### config.mk
export PLATFORM = sky130hd
export DESIGN_NAME = vmx_unit
export DESIGN_NICKNAME = d
export VERILOG_FILES = /design/src/rtl/vmx_pkg.sv /design/src/rtl/vmx_mask_expand.sv /design/src/rtl/vmx_sign_test.sv /design/src/rtl/vmx_ctrl.sv /design/src/rtl/vmx_unit.sv
export SDC_FILE = /design/constraint.sdc
export NUM_CORES = 1
export LEC_CHECK = 0
export BUFFER_PORTS_ARGS = -buffer_cell sky130_fd_sc_hd__buf_2
export CAP_MARGIN = 25
export CORE_AREA = 2 2 543 545
export CTS_BUF_LIST = sky130_fd_sc_hd__clkbuf_4
export DETAILED_ROUTE_END_ITERATION = 16
export DIE_AREA = 0 0 545 547
export GPL_ROUTABILITY_DRIVEN = 0
export GPL_TIMING_DRIVEN = 0
export SYNTH_ARGS = -nofsm -noshare
export SYNTH_HDL_FRONTEND = slang
export SYNTH_SLANG_ARGS = --single-unit
### constraint.sdc
create_clock -name clk_i -period 5.7 [get_ports clk_i]
set_clock_uncertainty 0.1 [all_clocks]
set_input_delay 1.425 -clock clk_i [delete_from_list [all_inputs] [get_ports clk_i]]
set_output_delay 1.425 -clock clk_i [all_outputs]
set_load 0.01 [all_outputs]
### src/rtl/vmx_pkg.sv
package vmx_pkg;
  typedef enum logic [1:0] {
    OP_LOAD  = 2'b00,
    OP_STORE = 2'b01,
    OP_TEST  = 2'b10,
    OP_TEST2 = 2'b11
  } vmx_op_e;

  typedef enum logic [1:0] {
    ST_IDLE = 2'b00,
    ST_REQ  = 2'b01,
    ST_WAIT = 2'b10
  } vmx_state_e;
endpackage

### src/rtl/vmx_mask_expand.sv
// Per-byte copy of the sign bit of the element owning that byte.
module vmx_mask_expand #(
  parameter int VLEN = 256,
  localparam int NB = VLEN / 8
) (
  input  logic [VLEN-1:0] vec_i,
  input  logic            esize_i,
  output logic [NB-1:0]   be_o
);
  for (genvar b = 0; b < NB; b++) begin : g_byte
    localparam int S32 = (b / 4) * 32 + 31;
    localparam int S64 = (b / 8) * 64 + 63;
    assign be_o[b] = esize_i ? vec_i[S64] : vec_i[S32];
  end

  logic unused_vec;
  assign unused_vec = ^vec_i;
endmodule

### src/rtl/vmx_sign_test.sv
// Works on byte-replicated sign bits; replication does not change the reductions.
module vmx_sign_test #(
  parameter int NB = 32
) (
  input  logic [NB-1:0] sa_i,
  input  logic [NB-1:0] sb_i,
  output logic          zf_o,
  output logic          cf_o
);
  assign zf_o = ~|(sa_i & sb_i);
  assign cf_o = ~|(~sa_i & sb_i);
endmodule

### src/rtl/vmx_ctrl.sv
module vmx_ctrl
  import vmx_pkg::*;
#(
  parameter int VLEN = 256,
  parameter int AW   = 32,
  localparam int NB = VLEN / 8
) (
  input  logic            clk_i,
  input  logic            rst_ni,
  input  logic            cmd_valid_i,
  input  logic [1:0]      cmd_op_i,
  input  logic [AW-1:0]   addr_i,
  input  logic [NB-1:0]   be_c_i,
  input  logic [VLEN-1:0] wdata_i,
  input  logic            mem_req_ready_i,
  input  logic            mem_rsp_valid_i,
  input  logic [VLEN-1:0] mem_rdata_i,
  output logic            cmd_ready_o,
  output logic            fast_done_o,
  output logic            mem_req_valid_o,
  output logic            mem_we_o,
  output logic [AW-1:0]   mem_addr_o,
  output logic [NB-1:0]   mem_be_o,
  output logic [VLEN-1:0] mem_wdata_o,
  output logic            done_q_o,
  output logic [VLEN-1:0] data_o,
  output logic [1:0]      state_o
);
  vmx_state_e      state_q;
  vmx_op_e         op;
  logic            we_q, done_q;
  logic [AW-1:0]   addr_q;
  logic [NB-1:0]   be_q;
  logic [VLEN-1:0] wdata_q, data_q, merged;
  logic            accept, is_mem;

  assign op          = vmx_op_e'(cmd_op_i);
  assign cmd_ready_o = (state_q == ST_IDLE) && !done_q;
  assign accept      = cmd_valid_i && cmd_ready_o;
  assign is_mem      = (op == OP_LOAD || op == OP_STORE) && (|be_c_i);
  assign fast_done_o = accept && !is_mem;

  always_comb begin
    for (int b = 0; b < NB; b++)
      merged[b*8 +: 8] = be_q[b] ? mem_rdata_i[b*8 +: 8] : 8'h00;
  end

  always_ff @(posedge clk_i or negedge rst_ni) begin
    if (!rst_ni) begin
      state_q <= ST_IDLE;
      we_q    <= 1'b0;
      addr_q  <= '0;
      be_q    <= '0;
      wdata_q <= '0;
      data_q  <= '0;
      done_q  <= 1'b0;
    end else begin
      done_q <= 1'b0;
      unique case (state_q)
        ST_IDLE: if (accept && is_mem) begin
          state_q <= ST_REQ;
          we_q    <= (op == OP_STORE);
          addr_q  <= addr_i;
          be_q    <= be_c_i;
          wdata_q <= (op == OP_STORE) ? wdata_i : '0;
        end
        ST_REQ: if (mem_req_ready_i) state_q <= ST_WAIT;
        ST_WAIT: if (mem_rsp_valid_i) begin
          done_q  <= 1'b1;
          data_q  <= we_q ? '0 : merged;
          state_q <= ST_IDLE;
        end
        default: state_q <= ST_IDLE;
      endcase
    end
  end

  assign mem_req_valid_o = (state_q == ST_REQ);
  assign mem_we_o        = we_q;
  assign mem_addr_o      = addr_q;
  assign mem_be_o        = be_q;
  assign mem_wdata_o     = wdata_q;
  assign done_q_o        = done_q;
  assign data_o          = done_q ? data_q : '0;
  assign state_o         = state_q;
endmodule

### src/rtl/vmx_unit.sv
module vmx_unit #(
  parameter int VLEN = 256,
  parameter int AW   = 32,
  localparam int NB = VLEN / 8
) (
  input  logic            clk_i,
  input  logic            rst_ni,
  input  logic            req_valid_i,
  output logic            req_ready_o,
  input  logic [1:0]      op_i,
  input  logic            esize_i,
  input  logic [AW-1:0]   addr_i,
  input  logic [VLEN-1:0] vec_a_i,
  input  logic [VLEN-1:0] vec_b_i,
  output logic            mem_req_valid_o,
  input  logic            mem_req_ready_i,
  output logic            mem_we_o,
  output logic [AW-1:0]   mem_addr_o,
  output logic [NB-1:0]   mem_be_o,
  output logic [VLEN-1:0] mem_wdata_o,
  input  logic            mem_rsp_valid_i,
  input  logic [VLEN-1:0] mem_rdata_i,
  output logic            done_o,
  output logic [VLEN-1:0] load_data_o,
  output logic            zf_o,
  output logic            cf_o
);
  logic [NB-1:0] sel_a, sel_b;
  logic          zf_c, cf_c, fast_done, done_q;
  logic [1:0]    state_q;

  vmx_mask_expand #(.VLEN(VLEN)) u_exp_a (.vec_i(vec_a_i), .esize_i(esize_i), .be_o(sel_a));
  vmx_mask_expand #(.VLEN(VLEN)) u_exp_b (.vec_i(vec_b_i), .esize_i(esize_i), .be_o(sel_b));

  vmx_sign_test #(.NB(NB)) u_test (.sa_i(sel_a), .sb_i(sel_b), .zf_o(zf_c), .cf_o(cf_c));

  vmx_ctrl #(.VLEN(VLEN), .AW(AW)) u_ctrl (
    .clk_i, .rst_ni,
    .cmd_valid_i     (req_valid_i),
    .cmd_op_i        (op_i),
    .addr_i          (addr_i),
    .be_c_i          (sel_a),
    .wdata_i         (vec_b_i),
    .mem_req_ready_i (mem_req_ready_i),
    .mem_rsp_valid_i (mem_rsp_valid_i),
    .mem_rdata_i     (mem_rdata_i),
    .cmd_ready_o     (req_ready_o),
    .fast_done_o     (fast_done),
    .mem_req_valid_o (mem_req_valid_o),
    .mem_we_o        (mem_we_o),
    .mem_addr_o      (mem_addr_o),
    .mem_be_o        (mem_be_o),
    .mem_wdata_o     (mem_wdata_o),
    .done_q_o        (done_q),
    .data_o          (load_data_o),
    .state_o         (state_q)
  );

  assign done_o = done_q | fast_done;
  assign zf_o   = fast_done && op_i[1] && zf_c;
  assign cf_o   = fast_done && op_i[1] && cf_c;
endmodule

=== After elaboration in Yosys (flattened, before gate mapping) ===
Cells that the tools add are included.

* Output and inout port bits: 582
* Logic and storage cells: 87
* Bits in registers: 577

* Muxes and demuxes: 49
* Bitwise logic cells: 4
* Eq/ne operators: 6
* Reduce and logical (&&, ||, !) cells: 21

{| class="wikitable"
|+ Operator list
! kind !! count
|-
| $mux 256 || 3
|-
| $mux 8 || 32
|-
| $and 32x32->32 || 2
|-
| $reduce_or 32->1 || 2
|-
| $not 32->32 || 1
|-
| $mux 1 || 10
|-
| $logic_and 1x1->1 || 8
|-
| $reduce_or 8->1 || 1
|-
| $mux 2 || 3
|-
| $pmux 2 s3 || 1
|-
| $eq 2x1->1 const B || 2
|-
| $logic_not 1->1 || 4
|-
| $logic_not 2->1 || 2
|-
| $ne 2x2->1 const B || 2
|-
| $reduce_and 2->1 || 2
|-
| $reduce_and 3->1 || 1
|-
| $eq 2x2->1 const B || 1
|-
| $ne 2x1->1 const B || 1
|-
| $logic_or 1x1->1 || 1
|-
| $or 1x1->1 || 1
|}

=== Logic depth before layout (Yosys ltp) ===
Gate-level depths: netlist of run 1.

* Depth after elaboration: 7
* Depth in mapped cells: 9
* Mapped depth without buffers: 5

=== Modules after synthesis ===
From an unflattened synthesis of run 1, not the netlist that was laid out.

* Cells, all modules: 2817
* Area total of the unflattened synthesis: 26733.1 sq um

{| class="wikitable"
|+ By module, submodules not included
! module !! sequential area each (sq um) !! area each (sq um) !! cells each !! times used
|-
| vmx_ctrl || 14513.9 || 25784.7 || 2676 || 1
|-
| vmx_mask_expand || 0.0 || 255.2 || 32 || 2
|-
| vmx_sign_test || 0.0 || 416.6 || 74 || 1
|-
| vmx_unit || 0.0 || 21.3 || 3 || 1
|}

=== Least setup slack after synthesis of run 1 ===
Ideal clock, no wire load.

* Path type: input -> output
* Start point: input vec_a_i[159]
* End point: output done_o
* Arrival time: 2.874 ns
* Data required time: 4.175 ns
* Cell stages on the path: 6
* Path slack: 1.301 ns
* Path through: or4_4 > a21oi_4 > clkbuf_1 > clkbuf_1 > nor3_1 > nor2_1

* Word-level cells in the longest chain between the ends: 6

{| class="wikitable"
|+ RTL lines
! item !! line !! text
|-
| start: declaration || vmx_unit.sv:13 || <nowiki>input logic [VLEN-1:0] vec_a_i,</nowiki>
|-
| $mux 1 || vmx_mask_expand.sv:13 || <nowiki>assign be_o[b] = esize_i ? vec_i[S64] : vec_i[S32];</nowiki>
|-
| $reduce_or 8->1 || vmx_ctrl.sv:40 || <nowiki>assign is_mem = (op == OP_LOAD || op == OP_STORE) && (|be_c_i);</nowiki>
|-
| $logic_and 1x1->1 || vmx_ctrl.sv:40 ||
|-
| $logic_not 1->1 || vmx_ctrl.sv:41 || <nowiki>assign fast_done_o = accept && !is_mem;</nowiki>
|-
| $logic_and 1x1->1 || vmx_ctrl.sv:41 ||
|-
| $or 1x1->1 || vmx_unit.sv:59 || <nowiki>assign done_o = done_q | fast_done;</nowiki>
|-
| end: declaration || vmx_unit.sv:23 || <nowiki>output logic done_o,</nowiki>
|}

Every way passes these cells.

=== Worst setup path after layout of run 1 ===
* Start point: input vec_a_i[255]
* End point: output done_o

* Word-level cells in the longest chain between the ends: 6

{| class="wikitable"
|+ RTL lines
! item !! line
|-
| $mux 1 || vmx_mask_expand.sv:13
|-
| $reduce_or 8->1 (*) || vmx_ctrl.sv:40
|-
| $logic_and 1x1->1 (*) || vmx_ctrl.sv:40
|-
| $logic_not 1->1 (*) || vmx_ctrl.sv:41
|-
| $logic_and 1x1->1 (*) || vmx_ctrl.sv:41
|-
| $or 1x1->1 (*) || vmx_unit.sv:59
|}

Every way passes the cells marked *; elsewhere a longest branch is shown, timed or not.

==> run_results.csv, run 1 <==
group,metric,value,unit
power_and_ir_drop,ir_drop,204,uV
sta,period_minus_slack,5.45,ns
sta,setup_slack,0.248,ns
sta,relSlewSlack,33.6,%
sta,setup_viol,0,
synth,ys_top_cells_by_area,"dfrtp_1 57%, nand2_1 12%, o21ai_0 10%, and2_1 6.6%, nand3_1 5.3%",
setup_path,cp.required,4.18,ns
sta,hold_viol,0,
floorplanning,chipHeight,547,um
setup_path,arrival,3.93,ns
run,cap_violations,0,
clocking,clockBufferDepth,4,
setup_path,worstPathCellList,"buf_2 -> or4_4 -> a21oi_4 -> clkbuf_2 -> clkbuf_8 -> nor3_1 -> nor2_1 -> buf_2",
synth,synth_edf_count,0,
sta,rsz0062_at_grt,"no",
setup_path,critPathMostFrequentCell,"buf_2",
outcome,status,"complete, no violations",
power_and_ir_drop,p_per_area,400,nW/um2
setup_path,crit_buf_inv,4,
placement,pre_cts_ws,-0.446,ns
clocking,cts.sinks,556,
sta,max_freq,183,MHz
setup_path,cp_max_fo,10,
sta,drv_slew,0,
synth,yosys_warnings,0,
setup_path,crit_family,"buffers and inverters",
detailed_routing,first_pass_iters,5,
detailed_routing,drc,0,
grt,grt_pass1_vias,25591,
placement,hpwl,172,mm
synth,postSynthAreaPerCell,8.94,um2
detailed_routing,finalWirelength,199,mm
grt,grt_pass1_wl,249,mm
synth,yosys_register_bits,556,
cells_and_area,area_growth,54.2,%
cells_and_area,nets,4835,
detailed_routing,ant_nets,0,
synth,ys_seq_area_share,57.4,%
grt,grt_usage,12.8,%
synth,synth_top_cell_area_share,57.4,%
clocking,ctsHtreeMaxLevel,4,
synth,synth_area,24200,um2
detailed_routing,wl_per_cell,24.4,um
power_and_ir_drop,finalPower,14.9,mW
clocking,root_buffer,"clkbuf_4",
floorplanning,ios,1390,
clocking,clk_latency,1.22,ns
floorplanning,initial_core_util,8.29,%
sta,tightest_slew,0.996,ns
clocking,hold_buffers,0,
grt,grt_max_degree,117,
grt,grt_antenna_before_repair,153,
clocking,cts_inserted_buffers,166,
floorplanning,core_area,293000,um2
synth,synth_cell_type_count,37,
floorplanning,row_count,199,
placement,io_buffers,1139,
synth,ys_async_sr_fraction,100,%
synth,yosys.area.top_type,"dfrtp_1",
synth,synth-main-ff-cell,"dfrtp_1",
synth,syn_nets,3518,
sta,fin_crit_sh,95.6,%
clocking,cts_tree,"yes",
synth,syn_inst,2710,
min_path,min_path_type,"primary input to asynchronous set/reset pin",
clocking,clkTransAtPathRegs,0.06,ns
grt,grt-ovfl-total,0,
floorplanning,die-area,298000,um2
cells_and_area,layout-drive-gt1-share,35.8,%
setup_path,start_kind,"primary input",
detailed_routing,via_count,26298,
setup_path,cpPeakStageDelay,0.57,ns
clocking,post-cts-setup-buffer-count,0,
setup_path,worst_path_max_delay_cell,"or4_4",
sta,hold_ws,0.222,ns
power_and_ir_drop,leakagePower,18.7,nW
cells_and_area,n_fill_cell,33875,
clocking,cts-resized-gates,7,
setup_path,end_kind,"output port",
detailed_routing,via_per_inst,3.22,
setup_path,criticalPathCategory,"primary input to output port",
detailed_routing,drt-initial-drc-count,1787,
floorplanning,die_x,545,um
-- area by class of cell --
class / count / area [um2] / share of cell area (%)
Buffer: 261 / 1160 / 3.11
Timing Repair Buffer: 1150 / 5960 / 16.0
Clock inverter: 62 / 334 / 0.894
Tap cell: 3919 / 4900 / 13.1
Clock buffer: 222 / 1670 / 4.46
Multi-Input combinational cell: 1881 / 9150 / 24.5
Sequential cell: 556 / 13900 / 37.2
Inverter: 11 / 41.3 / 0.110
Antenna cell: 98 / 245 / 0.656
-- power breakdown --
group          leakage, nW  switching, mW  internal, mW
clock network         1.18           2.09          1.91
logic                 10.2           3.09          1.57
registers             7.37          0.923          5.37
-- final timing paths --
check	cells after the start	to	slack [ns]	from
worst max-delay path	8	done_o	0.25	vec_a_i[255]
worst min-delay path	1	u_ctrl.data_q[130]$_DFFE_PN0P_	0.22	rst_ni
worst max register to register	8	u_ctrl.data_q[48]$_DFFE_PN0P_	1.97	u_ctrl.state_o[1]$_DFFE_PN0P_
worst min register to register	2	u_ctrl.data_q[0]$_DFFE_PN0P_	0.36	u_ctrl.data_q[0]$_DFFE_PN0P_
max in group asynchronous	3	u_ctrl.mem_wdata_o[173]$_DFFE_PN0P_	3.64	rst_ni
min in group clk_i	3	u_ctrl.data_q[176]$_DFFE_PN0P_	0.31	mem_rdata_i[176]
-- flip-flops by register name (all words and copies together), names as in the netlist --
name                flops
u_ctrl.data_q         256
u_ctrl.done_q_o         1
u_ctrl.mem_addr_o      32
u_ctrl.mem_be_o         8
u_ctrl.mem_wdata_o    256
u_ctrl.mem_we_o         1
u_ctrl.state_o          2
-- logic make-up (layout without fill, tap and decap cells) --
family | Yosys count | count (layout) | synth area share, %
other | 0 | 98 | 0
and+or+nand+nor | 1307 | 1307 | 24.5
DFF | 556 | 556 | 57.4
muxes | 37 | 37 | 1.90
buffers and inverters | 273 | 1706 | 4.90
AOI/OAI and AO/OA | 537 | 537 | 11.3
-- cell usage in the layout (no fill, tap or decap), types with 8 or more instances in the layout --
master / n
and2_1: 256
buf_2: 1141
buf_4: 26
clkbuf_1: 204
clkbuf_2: 21
clkbuf_4: 222
clkinv_1: 41
clkinv_2: 10
dfrtp_1: 556
diode_2: 98
inv_1: 10
mux2_2: 17
mux2_4: 13
nand2_1: 771
nand3_1: 256
nor2b_1: 8
o21ai_0: 496
o21ai_1: 22
-- cell usage after synthesis (all sizes together), types with 5 or more instances --
cell / n
mux2: 33
o21ai: 518
a22oi: 5
inv: 10
buf: 35
nand3: 256
dfrtp: 556
nor2b: 8
nand2: 772
clkbuf: 227
and2: 256
-- metal layers --
layer,wire length [um],vias to the layer above,GRT usage (%)
met5,466,-,0
met2,77800,1586,17.8
met3,30300,412,8.55
li1,-,11687,-
met1,80300,12539,15.0
met4,10500,74,5.99
-- per-stage QoR --
| stage | util [%] | instance area, um2 | cells | setup TNS (ns) |
|---|---|---|---|---|
| after global placement | 11.9 | 34800 | 7768 | -5522.09 |
| after detailed placement | 12.0 | 35100 | 7778 | -0.446 |
| after floorplan | - | 24200 | 2710 | 0 |
| after global routing | 12.7 | 37200 | 8080 | 0 |
| final | 12.8 | 37400 | 8160 | 0 |
| after CTS | 12.7 | 37100 | 8061 | 0 |
Power figures use the tool's default switching activity.
==> run 2, diff against run 1 <==
CORE_AREA = 2 2 544 546   (was 2 2 543 545)
DIE_AREA = 0 0 546 548   (was 0 0 545 547)
clock period = 5.1 ns   (was 5.7 ns; I/O delays follow)
==> run_results.csv, run 2 (synthesis gave the netlist of run 1 again) <==
group,metric,value,unit
cells_and_area,nets,4903,
setup_path,cp.required,3.72,ns
cells_and_area,layout-drive-gt1-share,35.8,%
floorplanning,row_count,199,
detailed_routing,drt-initial-drc-count,1960,
cells_and_area,final_common_cell,"buf_2",
clocking,clkTransAtPathRegs,0.07,ns
setup_path,r2r-end,"u_ctrl.data_q[23]$_DFFE_PN0P_",
clocking,cts_inserted_buffers,167,
detailed_routing,via_count,26463,
grt,grt_usage,12.6,%
grt,grt-ovfl-total,0,
clocking,clk_latency,1.17,ns
detailed_routing,drc,0,
floorplanning,ios,1390,
sta,relSlewSlack,34.3,%
run,cap_violations,0,
detailed_routing,first_pass_iters,5,
detailed_routing,wl_per_cell,23.8,um
clocking,root_buffer,"clkbuf_4",
placement,io_buffers,1139,
setup_path,arrival,3.47,ns
sta,setup_viol,0,
floorplanning,core_area,293000,um2
clocking,post-cts-setup-buffer-count,0,
min_path,min_from,"vec_b_i[116]",
grt,grt_pass1_vias,26089,
floorplanning,die_x,546,um
power_and_ir_drop,ir_drop,233,uV
outcome,status,"complete, no violations",
cells_and_area,post-route-util,13.0,%
min_path,min_to,"u_ctrl.mem_wdata_o[116]$_DFFE_PN0P_",
detailed_routing,finalWirelength,197,mm
sta,hold_viol,0,
grt,grt_pass1_wl,250,mm
min_path,min_path_type,"primary input to flop",
cells_and_area,area_growth,57.6,%
sta,fin_crit_sh,95.0,%
setup_path,cp_max_fo,16,
clocking,cts_tree,"yes",
sta,tightest_slew,0.985,ns
setup_path,end_kind,"output port",
sta,drv_slew,0,
setup_path,ff2ff_path_depth,9,
grt,grt_max_degree,110,
setup_path,rr_startpoint,"u_ctrl.state_o[1]$_DFFE_PN0P_",
grt,grt_antenna_before_repair,163,
placement,hpwl,169,mm
clocking,cts.sinks,556,
cells_and_area,layout_common_cells,"1139 x buf_2, 771 x nand2_1, 556 x dfrtp_1",
setup_path,reg2reg_slack,1.69,ns
floorplanning,chipHeight,548,um
floorplanning,die-area,299000,um2
power_and_ir_drop,p_per_area,443,nW/um2
power_and_ir_drop,leakagePower,19.1,nW
min_path,hold_depth,3,
floorplanning,initial_core_util,8.27,%
setup_path,start_kind,"primary input",
detailed_routing,ant_nets,0,
clocking,clockBufferDepth,4,
detailed_routing,via_per_inst,3.21,
sta,period_minus_slack,4.84,ns
cells_and_area,n_fill_cell,33826,
setup_path,criticalPathCategory,"primary input to output port",
placement,pre_cts_ws,-0.678,ns
sta,rsz0062_at_grt,"no",
sta,setup_slack,0.255,ns
sta,max_freq,206,MHz
clocking,ctsHtreeMaxLevel,4,
[run 2: changes by cell type in the layout (fill, tap and decap cells not counted), moves of 2 or more]
cell	previous run	this run
dlygate4sd3_1	0	65
diode_2	98	124
clkinv_1	41	16
clkbuf_4	222	246
buf_8	7	10
clkinv_2	10	7
inv_6	4	1
buf_2	1141	1139
buf_4	26	28
clkbuf_1	204	206
clkinv_4	1	3
[run 2: worst max path at each step]
| stage | from | end | slack [ns] | depth (start not counted) |
|---|---|---|---|---|
| after floorplan | vec_a_i[159] | done_o | 1.00 | 6 |
| after global placement | rst_ni | u_ctrl.mem_wdata_o[40]$_DFFE_PN0P_ | -10.91 | 1 |
| after detailed placement | vec_a_i[223] | done_o | -0.68 | 8 |
| after CTS | u_ctrl.done_q_o$_DFF_PN0_ | load_data_o[245] | 0.03 | 5 |
| after global routing | vec_a_i[223] | done_o | 0.06 | 7 |
| final | vec_a_i[223] | done_o | 0.26 | 7 |
[run 2: per-stage QoR]
stage	instances	total power [mW]	area, um2	setup TNS, ns	hold WS [ns]
floorplan	2710	9.08	24200	0	0.331
global placement	7768	12.3	34800	-5760.61	0.341
detailed placement	7780	12.4	35100	-0.678	0.347
CTS	8124	17.3	37900	0	0.00104
global route	8152	18.1	38000	0	0.0610
finish	8249	16.9	38200	0	0.235
[run 2: area by class of cell]
cell class | count | area, um2 | area share (%)
well taps | 3919 | 4900 | 12.8
multi-input cells | 1881 | 9150 | 24.0
clock buffers | 246 | 1850 | 4.83
repair buffers | 1217 | 6630 | 17.4
plain buffers | 261 | 1150 | 3.02
clock inverters | 34 | 246 | 0.645
diodes | 124 | 310 | 0.812
inverters | 11 | 41.3 | 0.108
flip-flops and latches | 556 | 13900 | 36.4
[run 2: report_power, final]
group | switching, mW | total [mW] | internal, mW | leakage, nW
Clock | 2.30 | 4.65 | 2.35 | 1.25
Sequential | 1.00 | 7.00 | 6.00 | 7.37
Combinational | 3.47 | 5.26 | 1.79 | 10.5
Total | 6.77 | 16.9 | 10.1 | 19.1
[run 2: repair_timing]
item                                    CTS  global route
hold endpoints to repair                144             0
endpoints found under the setup margin  110             0
gates resized for setup                   8             0
hold buffers                             65             0
[run 2: critical path: stages]
cell and delay [ns]:
buf_2 0.18, or4_4 0.55, a21oi_4 0.51, clkbuf_2 0.49
nor3_1 0.09, nor2_1 0.11, buf_2 0.23
[run 2: metal layers]
layer  vias to the layer above  global-route usage, %  share of wire, %
met1                     12589                   14.5                39
met3                       427                   8.01                15
met2                      1522                   18.4                41
met5                         -                 0.0317              0.23
met4                        72                   5.33               4.6
li1                      11853                      -                 -
==> run 3, diff against run 2 <==
ABC_AREA = 1   (was unset)
CORE_AREA = 2 2 537 539   (was 2 2 544 546)
DIE_AREA = 0 0 539 541   (was 0 0 546 548)
==> run_results.csv, run 3 <==
group,metric,value,unit
power_and_ir_drop,finalPower,16.3,mW
synth,postSynthAreaPerCell,7.48,um2
sta,max_freq,205,MHz
clocking,clkTransAtPathRegs,0.07,ns
floorplanning,core_area,286000,um2
synth,synth_commonest_cells,"878 x nand2_1, 784 x inv_1, 556 x dfrtp_1",
cells_and_area,final_common_cell,"buf_2",
sta,hold_viol,0,
cells_and_area,area_growth,49.0,%
clocking,cts.sinks,556,
floorplanning,ios,1390,
setup_path,arrival,3.51,ns
outcome,status,"complete, no violations",
cells_and_area,post-route-util,14.1,%
synth,synth_top_cell_area_share,51.4,%
clocking,clk_latency,1.21,ns
synth,yosys.area.top_type,"dfrtp_1",
grt,grt_max_degree,115,
placement,io_buffers,1141,
synth,ys_async_sr_fraction,100,%
grt,grt-ovfl-total,0,
synth,synth-main-ff-cell,"dfrtp_1",
power_and_ir_drop,leakagePower,23.2,nW
grt,grt_pass1_wl,267,mm
clocking,cts_tree,"yes",
detailed_routing,finalWirelength,206,mm
synth,synth_cell_type_count,19,
cells_and_area,multi_input_area,8880,um2
detailed_routing,via_per_inst,3.38,
sta,period_minus_slack,4.88,ns
setup_path,end_kind,"output port",
run,cap_violations,0,
placement,hpwl,175,mm
synth,ys_seq_area_share,51.4,%
floorplanning,initial_core_util,9.46,%
setup_path,ff2ff_path_depth,7,
detailed_routing,drc,0,
synth,syn_inst,3620,
detailed_routing,via_count,30269,
cells_and_area,layout_common_cells,"1216 x buf_2, 875 x nand2_1, 784 x inv_1",
cells_and_area,nets,5766,
sta,fin_crit_sh,95.7,%
synth,synth_most_common_cell,"nand2_1",
synth,syn_nets,4428,
clocking,clockBufferDepth,4,
cells_and_area,fin_cells,8959,
synth,synth_area,27100,um2
min_path,min_path_type,"primary input to flop",
sta,tightest_slew,0.996,ns
clocking,root_buffer,"clkbuf_4",
sta,drv_slew,0,
setup_path,cp_max_fo,10,
power_and_ir_drop,p_per_area,405,nW/um2
synth,synth_edf_count,0,
detailed_routing,drt-initial-drc-count,2414,
floorplanning,die_x,539,um
power_and_ir_drop,ir_drop,178,uV
synth,yosys_warnings,0,
floorplanning,die-area,292000,um2
cells_and_area,ff_latch_area,13900,um2
synth,yosys_register_bits,556,
min_path,hold_depth,3,
grt,grt_usage,13.7,%
detailed_routing,first_pass_iters,5,
setup_path,cp.required,3.72,ns
detailed_routing,wl_per_cell,22.9,um
sta,relSlewSlack,33.6,%
cells_and_area,layout-drive-gt1-share,30.6,%
floorplanning,chipHeight,541,um
placement,placed_cells,8560,
synth,ys_top_cells_by_area,"dfrtp_1 51%, nand2_1 12%, inv_1 11%, nand4_1 6.9%, nand3_1 4.9%",
floorplanning,row_count,197,
grt,grt_pass1_vias,29640,
cells_and_area,n_fill_cell,33233,
setup_path,criticalPathCategory,"primary input to output port",
clocking,cts_inserted_buffers,171,
setup_path,start_kind,"primary input",
grt,grt_antenna_before_repair,130,
sta,setup_viol,0,
detailed_routing,ant_nets,0,
clocking,ctsHtreeMaxLevel,4,
## run 3: cell count changes in the layout (fill, tap and decap cells not counted), moves of 25 or more
cell and delta:
nand4_1 +297, buf_2 +77, nor2_1 +272, o21ai_0 -234, inv_1 +774, buf_1 +25, and2_1 -256, dlygate4sd3_1 -57
diode_2 -31, clkbuf_1 -62, nand2_1 +104
## run 3: power breakdown
part | total, mW | internal (mW) | switching, mW
clock | 4.64 | 2.28 | 2.36
combinational | 5.02 | 1.57 | 3.45
sequential | 6.67 | 5.76 | 0.918
total | 16.3 | 9.60 | 6.73
## run 3: layer usage
metal / routed length, um / GRT usage (%) / part of all wire [%] / vias up
met5: 271 / 0 / 0.13 / -
met4: 14400 / 8.23 / 7.0 / 46
met3: 23000 / 6.00 / 11 / 491
met2: 81200 / 19.3 / 40 / 1740
met1: 86700 / 16.9 / 42 / 14026
li1: - / - / - / 13966
## run 3: cell families (layout without fill, tap and decap cells)
logic type | Yosys count | in the layout | synth area share, %
buffers and inverters | 1081 | 2546 | 15.9
AOI/OAI and AO/OA | 267 | 267 | 4.98
other | 0 | 93 | 0
and+or+nand+nor | 1716 | 1716 | 27.8
DFF | 556 | 556 | 51.4
## run 3: critical path, stage by stage
cell,delay (ns)
buf_2,0.14
inv_2,0.06
nand2_1,0.08
nand2_2,0.28
nor2_1,0.07
nand3_1,0.11
buf_2,0.46
buf_2,0.42
nand2_1,0.09
nand2_1,0.27
nand2_1,0.07
buf_2,0.15
## run 3: repair_timing
| action | 4_1_cts | 5_1_grt |
|---|---|---|
| hold buffers | 8 | 0 |
| gates resized for setup | 14 | 0 |
| endpoints found under the hold margin | 89 | 0 |
| setup endpoints to repair | 173 | 0 |
| setup buffers | 0 | 0 |
## run 3: path summary, 6_finish.rpt
| check | slack [ns] | startpoint | end |
|---|---|---|---|
| worst max-delay path | 0.22 | esize_i | done_o |
| worst min-delay path | 0.24 | addr_i[19] | u_ctrl.mem_addr_o[19]$_DFFE_PN0P_ |
| worst max register to register | 1.72 | u_ctrl.state_o[0]$_DFFE_PN0P_ | u_ctrl.data_q[232]$_DFFE_PN0P_ |
| worst min register to register | 0.37 | u_ctrl.mem_addr_o[6]$_DFFE_PN0P_ | u_ctrl.mem_addr_o[6]$_DFFE_PN0P_ |
| max in group asynchronous | 2.05 | rst_ni | u_ctrl.mem_wdata_o[204]$_DFFE_PN0P_ |
| min in group asynchronous | 0.61 | rst_ni | u_ctrl.data_q[142]$_DFFE_PN0P_ |
## run 3: area by class of cell
| class | instances | area share, % |
|---|---|---|
| diodes | 93 | 0.577 |
| plain buffers | 294 | 3.41 |
| clock buffers | 246 | 4.58 |
| clock inverters | 54 | 0.694 |
| inverters | 785 | 7.30 |
| multi-input cells | 1983 | 22.0 |
| flip-flops and latches | 556 | 34.5 |
| well taps | 3781 | 11.7 |
| repair buffers | 1167 | 15.2 |
## run 3: stage by stage
stage	instance area, um2	setup TNS (ns)	hold slack (ns)	setup slack (ns)
2_1_floorplan	27100	0	0.329	1.54
3_3_place_gp	37500	-5687.81	0.336	-10.56
3_5_place_dp	37900	-0.0584	0.345	-0.0584
4_1_cts	40100	0	0.000395	0.0172
5_1_grt	40200	-0.00888	0.0789	-0.00888
6_report	40400	0	0.241	0.219
